`config.mk`:
```
export PLATFORM = sky130hd
export DESIGN_NAME = status_byte_unit
export DESIGN_NICKNAME = d
export VERILOG_FILES = /design/src/rtl/stb_pkg.sv /design/src/rtl/stb_summary.sv /design/src/rtl/srq_engine.sv /design/src/rtl/stb_readout.sv /design/src/rtl/status_byte_unit.sv
export SDC_FILE = /design/constraint.sdc
export NUM_CORES = 1
export LEC_CHECK = 0
export BUFFER_PORTS_ARGS = -buffer_cell sky130_fd_sc_hd__buf_2
export CORE_MARGIN = 1
export CORE_UTILIZATION = 41
export CTS_BUF_LIST = sky130_fd_sc_hd__clkbuf_4 sky130_fd_sc_hd__clkbuf_8
export CTS_CLUSTER_DIAMETER = 100
export DETAILED_ROUTE_END_ITERATION = 12
export PLACE_DENSITY_LB_ADDON = 0.12
export SLEW_MARGIN = 15
export SYNTH_ARGS = -nofsm -noshare
export SYNTH_HDL_FRONTEND = slang
export SYNTH_SLANG_ARGS = --single-unit
```
`constraint.sdc`:
```
create_clock -name clk -period 1.8 [get_ports clk]
set_input_delay 0.09 -clock clk [delete_from_list [all_inputs] [get_ports clk]]
set_output_delay 0.09 -clock clk [all_outputs]
set_load 0.02 [all_outputs]
```
`src/rtl/stb_pkg.sv`:
```
package stb_pkg;
  localparam int STB_W   = 8;
  localparam int MAV_POS = 4;
  localparam int ESB_POS = 5;
  localparam int RQS_POS = 6;
  localparam int OSB_POS = 7;
  // bits allowed to feed the master summary (bit 6 excluded)
  localparam logic [STB_W-1:0] SUM_MASK = ~(8'h01 << RQS_POS);
  typedef logic [STB_W-1:0] stb_t;
endpackage

```
`src/rtl/stb_summary.sv`:
```
module stb_summary
  import stb_pkg::*;
#(
  parameter int EVT_W = 8,
  parameter int OPR_W = 16
) (
  input  logic             msg_avail,
  input  logic [EVT_W-1:0] evt_reg,
  input  logic [EVT_W-1:0] evt_en,
  input  logic [OPR_W-1:0] oper_reg,
  input  logic [OPR_W-1:0] oper_en,
  input  stb_t             sre,
  output stb_t             stb_base,
  output logic             mss
);
  logic evt_sum;
  logic opr_sum;

  assign evt_sum = |(evt_reg & evt_en);
  assign opr_sum = |(oper_reg & oper_en);

  always_comb begin
    stb_base          = '0;
    stb_base[MAV_POS] = msg_avail;
    stb_base[ESB_POS] = evt_sum;
    stb_base[OSB_POS] = opr_sum;
  end

  assign mss = |(stb_base & sre & SUM_MASK);
endmodule

```
`src/rtl/srq_engine.sv`:
```
module srq_engine (
  input  logic clk,
  input  logic rst_n,
  input  logic mss,
  input  logic poll_req,
  output logic rqs,
  output logic srq_n
);
  logic mss_q, mss_d;
  logic rqs_q, rqs_d;
  logic pend_q, pend_d;
  logic rise;

  assign rise = mss & ~mss_q;

  always_comb begin
    mss_d = mss;
    if (poll_req) begin
      rqs_d  = 1'b0;
      pend_d = rise;
    end else begin
      rqs_d  = rqs_q | rise | pend_q;
      pend_d = 1'b0;
    end
  end

  always_ff @(posedge clk or negedge rst_n) begin
    if (!rst_n) begin
      mss_q  <= 1'b0;
      rqs_q  <= 1'b0;
      pend_q <= 1'b0;
    end else begin
      mss_q  <= mss_d;
      rqs_q  <= rqs_d;
      pend_q <= pend_d;
    end
  end

  assign rqs   = rqs_q;
  assign srq_n = ~rqs_q;
endmodule

```
`src/rtl/stb_readout.sv`:
```
module stb_readout
  import stb_pkg::*;
(
  input  logic clk,
  input  logic rst_n,
  input  logic poll_req,
  input  logic query_req,
  input  stb_t stb_base,
  input  logic rqs,
  input  logic mss,
  output stb_t poll_byte,
  output logic poll_valid,
  output stb_t query_byte,
  output logic query_valid
);
  stb_t poll_d, query_d;
  stb_t poll_q, query_q;
  logic pv_q, qv_q;

  always_comb begin
    poll_d           = stb_base;
    poll_d[RQS_POS]  = rqs;
    query_d          = stb_base;
    query_d[RQS_POS] = mss;
  end

  always_ff @(posedge clk or negedge rst_n) begin
    if (!rst_n) begin
      poll_q  <= '0;
      query_q <= '0;
      pv_q    <= 1'b0;
      qv_q    <= 1'b0;
    end else begin
      pv_q <= poll_req;
      qv_q <= query_req;
      if (poll_req)  poll_q  <= poll_d;
      if (query_req) query_q <= query_d;
    end
  end

  assign poll_byte   = poll_q;
  assign poll_valid  = pv_q;
  assign query_byte  = query_q;
  assign query_valid = qv_q;
endmodule

```
`src/rtl/status_byte_unit.sv`:
```
module status_byte_unit
  import stb_pkg::*;
#(
  parameter int EVT_W = 8,
  parameter int OPR_W = 16
) (
  input  logic             clk,
  input  logic             rst_n,
  input  logic             msg_avail,
  input  logic [EVT_W-1:0] evt_reg,
  input  logic [EVT_W-1:0] evt_en,
  input  logic [OPR_W-1:0] oper_reg,
  input  logic [OPR_W-1:0] oper_en,
  input  logic             sre_wr,
  input  logic [7:0]       sre_din,
  input  logic             poll_req,
  input  logic             query_req,
  output logic [7:0]       sre_val,
  output logic [7:0]       poll_byte,
  output logic             poll_valid,
  output logic [7:0]       query_byte,
  output logic             query_valid,
  output logic             srq_n
);
  stb_t sre_q, sre_d;
  stb_t stb_base;
  logic mss_w;
  logic rqs_w;

  always_comb begin
    sre_d = sre_q;
    if (sre_wr) sre_d = sre_din;
  end

  always_ff @(posedge clk or negedge rst_n) begin
    if (!rst_n) sre_q <= '0;
    else        sre_q <= sre_d;
  end

  stb_summary #(.EVT_W(EVT_W), .OPR_W(OPR_W)) u_sum (
    .msg_avail (msg_avail),
    .evt_reg   (evt_reg),
    .evt_en    (evt_en),
    .oper_reg  (oper_reg),
    .oper_en   (oper_en),
    .sre       (sre_q),
    .stb_base  (stb_base),
    .mss       (mss_w)
  );

  srq_engine u_srq (
    .clk      (clk),
    .rst_n    (rst_n),
    .mss      (mss_w),
    .poll_req (poll_req),
    .rqs      (rqs_w),
    .srq_n    (srq_n)
  );

  stb_readout u_rd (
    .clk         (clk),
    .rst_n       (rst_n),
    .poll_req    (poll_req),
    .query_req   (query_req),
    .stb_base    (stb_base),
    .rqs         (rqs_w),
    .mss         (mss_w),
    .poll_byte   (poll_byte),
    .poll_valid  (poll_valid),
    .query_byte  (query_byte),
    .query_valid (query_valid)
  );

  assign sre_val = sre_q;
endmodule

```
Yosys cells after proc, flatten, opt, wreduce, memory -nomap -nowiden
Cells that the tools add are included.
Word-level totals
  flip-flop bits (word level): 21
  output and inout bits: 27
  input port bits: 62
  logic and storage cells: 21
Operators by class
  bitwise operators: 8
  reductions and logical operators: 3
  mux-type cells: 2
Operator list (count)
  16-bit AND: 1
  8-bit AND: 2
  16-bit OR reduction: 1
  8-bit OR reduction: 1
  7-bit OR reduction: 1
  1-bit 2-to-1 mux: 2
  1-bit NOT: 2
  1-bit bitwise OR: 2
  1-bit AND: 1

Depth between registers and ports, before layout
Gate-level depths: netlist (run 1).
  depth after elaboration: 8
  mapped depth: 5
  depth with buffers taken out: 5

Modules after synthesis
From an unflattened synthesis (run 1), not the netlist that was laid out.
Second synthesis, totals
  cell total of the unflattened synthesis: 87
  area total of the unflattened synthesis: 1375.1 um^2
By module, submodules not included
  stb_readout: seq. area each 450.4 um^2, area each 713.2 um^2, times used 1, cells each 36
  status_byte_unit: seq. area each 200.2 um^2, area each 331.6 um^2, times used 1, cells each 17
  stb_summary: seq. area each 0.0 um^2, area each 217.7 um^2, times used 1, cells each 25
  srq_engine: seq. area each 75.1 um^2, area each 112.6 um^2, times used 1, cells each 9

Least setup slack after synthesis (run 1)
Ideal clock, no wire load.
  path type: in2reg
  start point: in oper_reg[8]
  end point: reg u_rd.query_q[6], in the netlist u_rd.query_byte[6]
  path buffers: 0
  required time: 1.680 ns
  setup slack: 0.695 ns
  data arrival time: 0.986 ns
  stages: 5
  setup time: 0.120 ns
  path through: a22o_1 -> a221oi_2 -> and4_4 -> o221a_4 -> a21oi_2
Between the ends
  longest elaborated chain between the ends: 4
RTL lines
  from (decl): line status_byte_unit.sv:12  | input logic [OPR_W-1:0] oper_reg,
  16-bit AND: line stb_summary.sv:20  | assign opr_sum = |(oper_reg & oper_en);
  16-bit OR reduction: line stb_summary.sv:20
  8-bit AND: line stb_summary.sv:29  | assign mss = |(stb_base & sre & SUM_MASK);
  7-bit OR reduction: line stb_summary.sv:29
  to (signal assigned): line stb_readout.sv:37  | if (query_req) query_q <= query_d;
  to (decl): line stb_readout.sv:17  | stb_t poll_q, query_q;
No other way between the ends.
A chain may end at the register's enable or synchronous reset.

Worst setup path in the final report (run 1)
  start point: in poll_req
  end point: reg u_rd.poll_q[6], in the netlist u_rd.poll_byte[6]
RTL lines
  from (decl): line status_byte_unit.sv:16  | input logic poll_req,
  to (signal assigned): line stb_readout.sv:36  | if (poll_req) poll_q <= poll_d;
  to (decl): line stb_readout.sv:17
No word-level cell between the ends.

==> impl_metrics.env, run 1 <==
export IMPL_outcome="finished, final reports clean"
export IMPL_crit_family="buffers and inverters"
export IMPL_reg2reg_to="u_srq.pend_q"
export IMPL_synthTopCellsByArea="dfrtp_1, mux2_2, a221oi_2"
export IMPL_drt_pass1_iter_count=4
export IMPL_r2r_slack_ps=840
export IMPL_cts_setup_buffers=0
export IMPL_vdd_drop_max_mv=0.5112
export IMPL_final_setup_tns_ps=0
export IMPL_critPathLaunch="poll_req"
export IMPL_p_switching_uw=297.5
export IMPL_swShare_pct=28.51
export IMPL_core_mm2=0.002233
export IMPL_antenna_found_initial=0
export IMPL_die_h_um=50.88
export IMPL_drv_slew=0
export IMPL_yosysSeqAreaShare_pct=53.64
export IMPL_cpMaxStageDelayCell="dlygate4sd3_1"
export IMPL_synth_area_um2=979.7
export IMPL_antenna_cells=0
export IMPL_drcViolationCount=0
export IMPL_via_count=908
export IMPL_seq_power_share_pct=51.1
export IMPL_clkTransAtPathRegs_ps=110
export IMPL_required_ps=1990
export IMPL_worstPathArrival_ps=1170
export IMPL_port_buffers=80
export IMPL_synth_most_common_cell="dfrtp_1"
export IMPL_syn2layout_area_growth_pct=48.40
export IMPL_stdcell_count=193
export IMPL_rsz0062_at_grt="no"
export IMPL_avgRoutedWirePerCell_um=10.95
export IMPL_clock_latency_ps=290
export IMPL_worstPathMaxFanout=9
export IMPL_worst_path_buf_inv=2
export IMPL_dieArea_mm2=0.002589
export IMPL_wl_um=2114
export IMPL_grt_max_degree=22
export IMPL_die_w_um=50.88
export IMPL_postCtsHoldBufs=5
export IMPL_post_route_util_pct=65.10
export IMPL_comb_power_share_pct=27.0
export IMPL_clkSinkCount=21
export IMPL_clock_skew_ps=6.867
export IMPL_critPathLaunchType="primary input"
export IMPL_ys_seq_elements=21
export IMPL_post_synth_num_cell_types=20
export IMPL_grt_use_total_pct=18.38
export IMPL_syn_inst=79
export IMPL_setup_worst_path_end="u_rd.poll_byte[6]"
export IMPL_place_inst=184
export IMPL_place_gp_congestion=0.6689
export IMPL_io_pins=89
export IMPL_p_int_uw=745.9
export IMPL_clockBufferDepth=2
export IMPL_grt_pass1_vias=939
export IMPL_crit_cells=3
export IMPL_period_share_pct=54.64
export IMPL_hp_start="sre_din[6]"
export IMPL_cts_root_buf="clkbuf_4"
export IMPL_drt_iter0_drc=5
export IMPL_synth_edff_count=0
export IMPL_ctsResizeCount=0
export IMPL_setup_viol=0
export IMPL_grt_pass1_wl_um=3636
export IMPL_drive_above_1_share_pct=62.42
export IMPL_p_clk_share_pct=21.9
export IMPL_finalNetCount=228
export IMPL_overflow=0
export IMPL_min_period_ps=983.5
export IMPL_start_util_pct=43.87
export IMPL_dp_hpwl_um=1789
export IMPL_rr_startpoint="sre_val[7]"
export IMPL_synth_top_area_share_pct=53.64
export IMPL_cts_tree="yes"
export IMPL_worstPathCellList="dlygate4sd3_1, buf_2, mux2_2"
export IMPL_crit_type="primary input to flip-flop"
export IMPL_max_freq_ghz=1.017
export IMPL_hp_class="primary input to flip-flop"
export IMPL_end_kind="flip-flop"
export IMPL_postSynth_asyncResetShare_pct=100.0
export IMPL_ctsHtreeMaxLevel=1
export IMPL_power_leakage_nw=0.7543
export IMPL_vias_per_cell=4.705
export IMPL_rows=17
export IMPL_slowest_delay_ps=520
export IMPL_power_density_mw_per_mm2=717.7
export IMPL_yosysTopAreaCell="dfrtp_1"
export IMPL_synthTopCellsByCount="dfrtp_1, mux2_2, buf_4, nor2_1"
export IMPL_cap_violations=0
export IMPL_ys_flop_type="dfrtp_1"
export IMPL_yosys_warnings=0
export IMPL_syn_avg_cell_area_um2=12.40
export IMPL_final_hold_violation_count=0
export IMPL_r2r_cells=3
export IMPL_cts_buffers=3
export IMPL_ant_nets=0
## logic make-up after synthesis
logic type / Yosys count / share of synthesized area (%)
simple gates: 12 / 6.768
mux: 9 / 10.35
flops: 21 / 53.64
compound gates: 22 / 20.44
buf+inv: 14 / 8.429
other cells: 1 / 0.3828
## how the worst min path moves through the flow
stage | to | slack, ps | cells past startpoint
floorplan | sre_val[0] | -210 | 0
global placement | u_rd.poll_byte[5] | 60 | 1
detailed placement | u_rd.poll_byte[5] | 70 | 1
CTS | sre_val[2] | 10 | 2
global route | sre_val[1] | 10 | 2
finish | sre_val[6] | 20 | 2
## final cells by class
| type | count | area [um2] |
|---|---|---|
| Sequential cell | 21 | 525.5 |
| Clock buffer | 4 | 30.03 |
| Multi-Input combinational cell | 51 | 397.9 |
| Timing Repair Buffer | 85 | 450.4 |
| Inverter | 4 | 15.01 |
| Fill cell | 201 | 779.5 |
| Tap cell | 28 | 35.03 |
## power by group through the flow
stage	clock (mW)	combinational [mW]	sequential (mW)
floorplan	0	0.115	0.587
global placement	0	0.271	0.542
detailed placement	0	0.277	0.542
CTS	0.242	0.285	0.533
global route	0.254	0.307	0.540
finish	0.228	0.282	0.533
## per-layer routing
metal	global-route usage (%)	vias to the layer above	part of all wire [%]
li1	-	444	-
met2	34.67	49	52
met3	2.083	2	6.7
met1	21.22	413	40
met4	6.481	0	0.57
met5	0	-	0
## flip-flops by register name, summed over array words and instances, names as in the netlist
register	cells
sre_val	8
u_rd.poll_byte	4
u_srq.rqs	1
u_srq.pend_q	1
u_srq.mss_q	1
u_rd.query_byte	4
u_rd.poll_valid	1
u_rd.query_valid	1
## worst register-to-register path, cell delays in order, from the launching register on
cell and delay (ps):
dfrtp_1 360, inv_1 70, o221a_4 310, nor3b_2 150
## layout by cell type (no fill, tap or decap)
master	Yosys	routed
a21oi_1	4	4
dfrtp_1	21	21
inv_2	1	1
inv_1	3	3
and4_4	1	1
and4_1	1	1
o221a_4	1	1
nor3b_2	1	1
mux2_2	9	9
a221oi_2	4	4
a21oi_2	2	2
o21ai_0	2	2
a22oi_1	4	4
nor2_1	6	6
nand2_1	3	3
conb_1	1	8
clkbuf_4	0	4
dlygate4sd3_1	0	5
a22o_1	4	4
buf_2	0	80
a21o_1	1	1
## through the flow
stage,total power [mW],worst slack [ps],hold WS (ps),area [um2]
global placement,0.8125,529.8,63.16,1374
CTS,1.060,810.0,10.43,1454
detailed placement,0.8192,522.6,68.85,1374
floorplan,0.7019,694.5,-205.6,1006
global route,1.101,761.9,13.93,1454
finish,1.043,816.5,23.00,1454
No activity file was read; power rests on OpenSTA's default activity.
==> inputs of run 2 (changes only) <==
CORE_UTILIZATION = 38   (was 41)
clock period = 1 ns   (was 1.8 ns; I/O delays follow)
==> impl_metrics.env, run 2 (synthesis gave the netlist of run 1 again) <==
export IMPL_die_w_um=52.78
export IMPL_cts_buffers=3
export IMPL_drcViolationCount=1
export IMPL_worstPathArrival_ps=1180
export IMPL_cts_setup_buffers=0
export IMPL_power_leakage_nw=0.7948
export IMPL_clock_latency_ps=300
export IMPL_layout_commonest_cell="buf_2"
export IMPL_layout_common_cells="buf_2, dfrtp_1, dlygate4sd3_1, mux2_2, conb_1"
export IMPL_largest_register_ffs=8
export IMPL_met2_usage_pct=30.17
export IMPL_worstPathMaxFanout=4
export IMPL_cts_root_buf="clkbuf_4"
export IMPL_critPathLaunchType="flip-flop"
export IMPL_drt_pass1_iter_count=7
export IMPL_outcome="complete, but fails checks"
export IMPL_start_util_pct=39.91
export IMPL_period_share_pct=94.86
export IMPL_power_density_mw_per_mm2=1241
export IMPL_hp_class="primary input to flip-flop"
export IMPL_drive_above_1_share_pct=60.92
export IMPL_drv_slew=0
export IMPL_cts_tree="yes"
export IMPL_core_mm2=0.002455
export IMPL_pre_cts_ws_ps=-228.8
export IMPL_clkSinkCount=21
export IMPL_crit_type="flip-flop to flip-flop"
export IMPL_fin_ws_ps=51.43
export IMPL_clkTransAtPathRegs_ps=110
export IMPL_min_period_ps=948.6
export IMPL_grt_pass1_vias=841
export IMPL_cap_violations=0
export IMPL_vdd_drop_max_mv=0.6507
export IMPL_place_gp_congestion=0.6686
export IMPL_required_ps=1230
export IMPL_final_hold_violation_count=0
export IMPL_avgRoutedWirePerCell_um=10.79
export IMPL_clockBufferDepth=2
export IMPL_grt_busiest_layer="met2"
export IMPL_wl_um=2202
export IMPL_via_count=936
export IMPL_setup_viol=0
export IMPL_antenna_found_initial=0
export IMPL_ant_nets=0
export IMPL_finalNetCount=237
export IMPL_drt_iter0_drc=7
export IMPL_dp_hpwl_um=1710
export IMPL_register_area_um2=526.8
export IMPL_n_fill_cell=205
export IMPL_port_buffers=80
export IMPL_end_kind="flip-flop"
export IMPL_grt_max_degree=22
export IMPL_grt_use_total_pct=16.61
export IMPL_rsz0062_at_grt="no"
export IMPL_io_pins=89
export IMPL_grt_util_met3_pct=3.768
export IMPL_gr_usage_met1_pct=17.84
export IMPL_vias_per_cell=4.588
export IMPL_multi_input_area_um2=397.9
export IMPL_dieArea_mm2=0.002785
export IMPL_antenna_cells=0
export IMPL_clock_skew_ps=4.205
export IMPL_place_inst=188
export IMPL_ctsHtreeMaxLevel=1
export IMPL_stdcell_count=204
export IMPL_syn2layout_area_growth_pct=57.73
export IMPL_overflow=0
export IMPL_grt_pass1_wl_um=3346
export IMPL_rows=18
export IMPL_violations="DRC"
export IMPL_max_freq_ghz=1.054
export IMPL_power_mw=1.918
export IMPL_die_h_um=52.78
-- run 2: cell types whose count changed in the layout (fill, tap and decap cells not counted) --
cell / delta
buf_4: +3
dlygate4sd3_1: +7
dfrtp_2: +1
dfrtp_1: -1
buf_2: -1
-- run 2: repair_timing --
item	in CTS	in global routing
gates resized for setup	0	1
endpoints found under the setup margin	0	2
endpoints found under the hold margin	31	2
hold buffers	11	1
-- run 2: cell type report --
| class | count | area share, % |
|---|---|---|
| repair buffers | 94 | 34.82 |
| multi-input cells | 51 | 25.75 |
| well taps | 30 | 2.429 |
| clock buffers | 4 | 1.943 |
| flip-flops and latches | 21 | 34.09 |
| inverters | 4 | 0.9717 |
-- run 2: path summary, 6_finish.rpt --
check | startpoint | end | slack [ps] | depth (start not counted)
worst max-delay path | sre_val[7] | u_srq.pend_q | 50 | 3
worst min-delay path | sre_wr | sre_val[7] | 80 | 2
min in group asynchronous | rst_n | u_rd.poll_valid | 220 | 2
worst max register to register | sre_val[7] | u_srq.pend_q | 50 | 3
worst min register to register | u_srq.mss_q | u_srq.pend_q | 450 | 1
max in group asynchronous | rst_n | sre_val[7] | 440 | 2
-- run 2: routing by layer --
| metal | share of wire, % | routed length (um) |
|---|---|---|
| met1 | 39 | 849 |
| met2 | 54 | 1196 |
| met3 | 7.1 | 157 |
| met4 | 0 | 0 |
| met5 | 0 | 0 |
-- run 2: stage by stage --
step           setup TNS [ps]  area [um2]  utilization [%]  hold slack, ps
2_1_floorplan          -217.4        1007                -          -245.6
3_3_place_gp            -1165        1393            56.73           22.72
3_5_place_dp            -1097        1393            56.73           28.15
4_1_cts                     0        1533            62.44           2.378
5_1_grt                     0        1545            62.95           83.51
6_report                    0        1545            62.95           84.98
-- run 2: where the power goes --
group | leakage (nW) | switching [mW] | total, mW | internal [mW]
Sequential | 0.237 | 0.0364 | 0.961 | 0.924
Clock | 0.0184 | 0.242 | 0.424 | 0.182
Combinational | 0.539 | 0.272 | 0.533 | 0.260
-- run 2: critical path: stages, from the launching register on --
cell and delay (ps):
dfrtp_2 370, inv_1 60, o221a_4 290, nor3b_2 170
==> inputs of run 3 (changes only) <==
MAX_ROUTING_LAYER = met4   (was not set)
==> impl_metrics.env, run 3 (synthesis gave the netlist of run 1 again) <==
export IMPL_outcome="complete, but fails checks"
export IMPL_violations="DRC"
export IMPL_pre_cts_ws_ps=-228.8
export IMPL_hp_start="sre_wr"
export IMPL_grt_max_degree=22
export IMPL_clock_skew_ps=3.503
export IMPL_syn2layout_area_growth_pct=57.73
export IMPL_holdPathStages=2
export IMPL_port_buffers=80
export IMPL_vdd_drop_max_mv=0.6487
export IMPL_drv_slew=0
export IMPL_layout_common_cells="buf_2, dfrtp_1, dlygate4sd3_1, mux2_2, conb_1"
export IMPL_io_pins=89
export IMPL_hold_slack_ps=88.45
export IMPL_worstPathArrival_ps=1180
export IMPL_final_setup_tns_ps=0
export IMPL_hp_class="primary input to flip-flop"
export IMPL_grt_pass1_wl_um=3353
export IMPL_grt_use_total_pct=17.04
export IMPL_drt_iter0_drc=8
export IMPL_drt_pass1_iter_count=8
export IMPL_power_leakage_nw=0.7948
export IMPL_max_freq_ghz=1.054
export IMPL_finalNetCount=237
export IMPL_crit_type="flip-flop to flip-flop"
export IMPL_r2r_slack_ps=50
export IMPL_cts_tree="yes"
export IMPL_post_route_util_pct=62.95
export IMPL_rsz0062_at_grt="no"
export IMPL_dp_hpwl_um=1710
export IMPL_die_h_um=52.78
export IMPL_worstPathMaxFanout=4
export IMPL_drcViolationCount=1
export IMPL_die_w_um=52.78
export IMPL_largest_register_ffs=8
export IMPL_r2r_cells=3
export IMPL_critPathLaunchType="flip-flop"
export IMPL_fin_ws_ps=51.24
export IMPL_clkTransAtPathRegs_ps=110
export IMPL_final_hold_violation_count=0
export IMPL_via_count=934
export IMPL_drive_above_1_share_pct=60.92
export IMPL_clock_latency_ps=290
export IMPL_rr_startpoint="sre_val[7]"
export IMPL_rows=18
export IMPL_overflow=0
export IMPL_n_fill_cell=205
export IMPL_antenna_found_initial=0
export IMPL_dieArea_mm2=0.002785
export IMPL_period_share_pct=94.88
export IMPL_vias_per_cell=4.578
export IMPL_final_area_mm2=0.001545
export IMPL_required_ps=1230
export IMPL_ant_nets=0
export IMPL_antenna_cells=0
export IMPL_grt_pass1_vias=841
export IMPL_min_period_ps=948.8
export IMPL_setup_viol=0
export IMPL_critPathLaunch="sre_val[7]"
export IMPL_cap_violations=0
export IMPL_place_gp_congestion=0.6751
export IMPL_clockBufferDepth=2
export IMPL_stdcell_count=204
export IMPL_ctsHtreeMaxLevel=1
export IMPL_cts_buffers=3
export IMPL_avgRoutedWirePerCell_um=10.75
export IMPL_cts_root_buf="clkbuf_4"
export IMPL_place_inst=188
export IMPL_start_util_pct=39.91
export IMPL_end_kind="flip-flop"
export IMPL_dpl_instance_area_mm2=0.001393
export IMPL_wl_um=2194
export IMPL_core_mm2=0.002455
export IMPL_power_density_mw_per_mm2=1239
export IMPL_layout_commonest_cell="buf_2"
export IMPL_power_mw=1.915
export IMPL_clkSinkCount=21
[run 3: cell counts in the layout (fill, tap and decap cells not counted)]
Identical to the previous run, type by type.
[run 3: layer usage]
layer	routed length (um)	part of all wire [%]	vias to the layer above	global-route usage, %
li1	-	-	461	-
met3	155	7.1	2	3.768
met2	1177	54	52	30.17
met1	845	39	419	17.84
met4	15	0.68	0	7.895
met5	0	0	-	-
[run 3: worst paths after layout]
kind	to
max reg2reg	u_srq.pend_q
max in group asynchronous	sre_val[7]
max	u_srq.pend_q
min reg2reg	u_srq.pend_q
min in group asynchronous	u_rd.poll_valid
min	sre_val[7]
[run 3: power breakdown]
part	total (mW)	internal (mW)	switching [mW]	leakage, nW
clock	0.422	0.182	0.239	0.0184
combinational	0.533	0.260	0.272	0.539
sequential	0.961	0.924	0.0364	0.237
total	1.92	1.37	0.548	0.795
[run 3: timing repair]
item                                    4_1_cts  5_1_grt
gates resized for setup                       0        1
hold endpoints to repair                     31        2
hold buffers                                 11        1
buffers inserted                              0        0
endpoints found under the setup margin        0        2
[run 3: area by class of cell]
class                   instances  area (um2)  share of cell area, %
flip-flops and latches         21       526.8                  34.09
inverters                       4       15.01                 0.9717
repair buffers                 94       538.0                  34.82
multi-input cells              51       397.9                  25.75
well taps                      30       37.54                  2.429
clock buffers                   4       30.03                  1.943
[run 3: worst max-delay path, stage by stage (launching register included)]
cell and delay, ps:
dfrtp_2 360, inv_1 60, o221a_4 290, nor3b_2 170
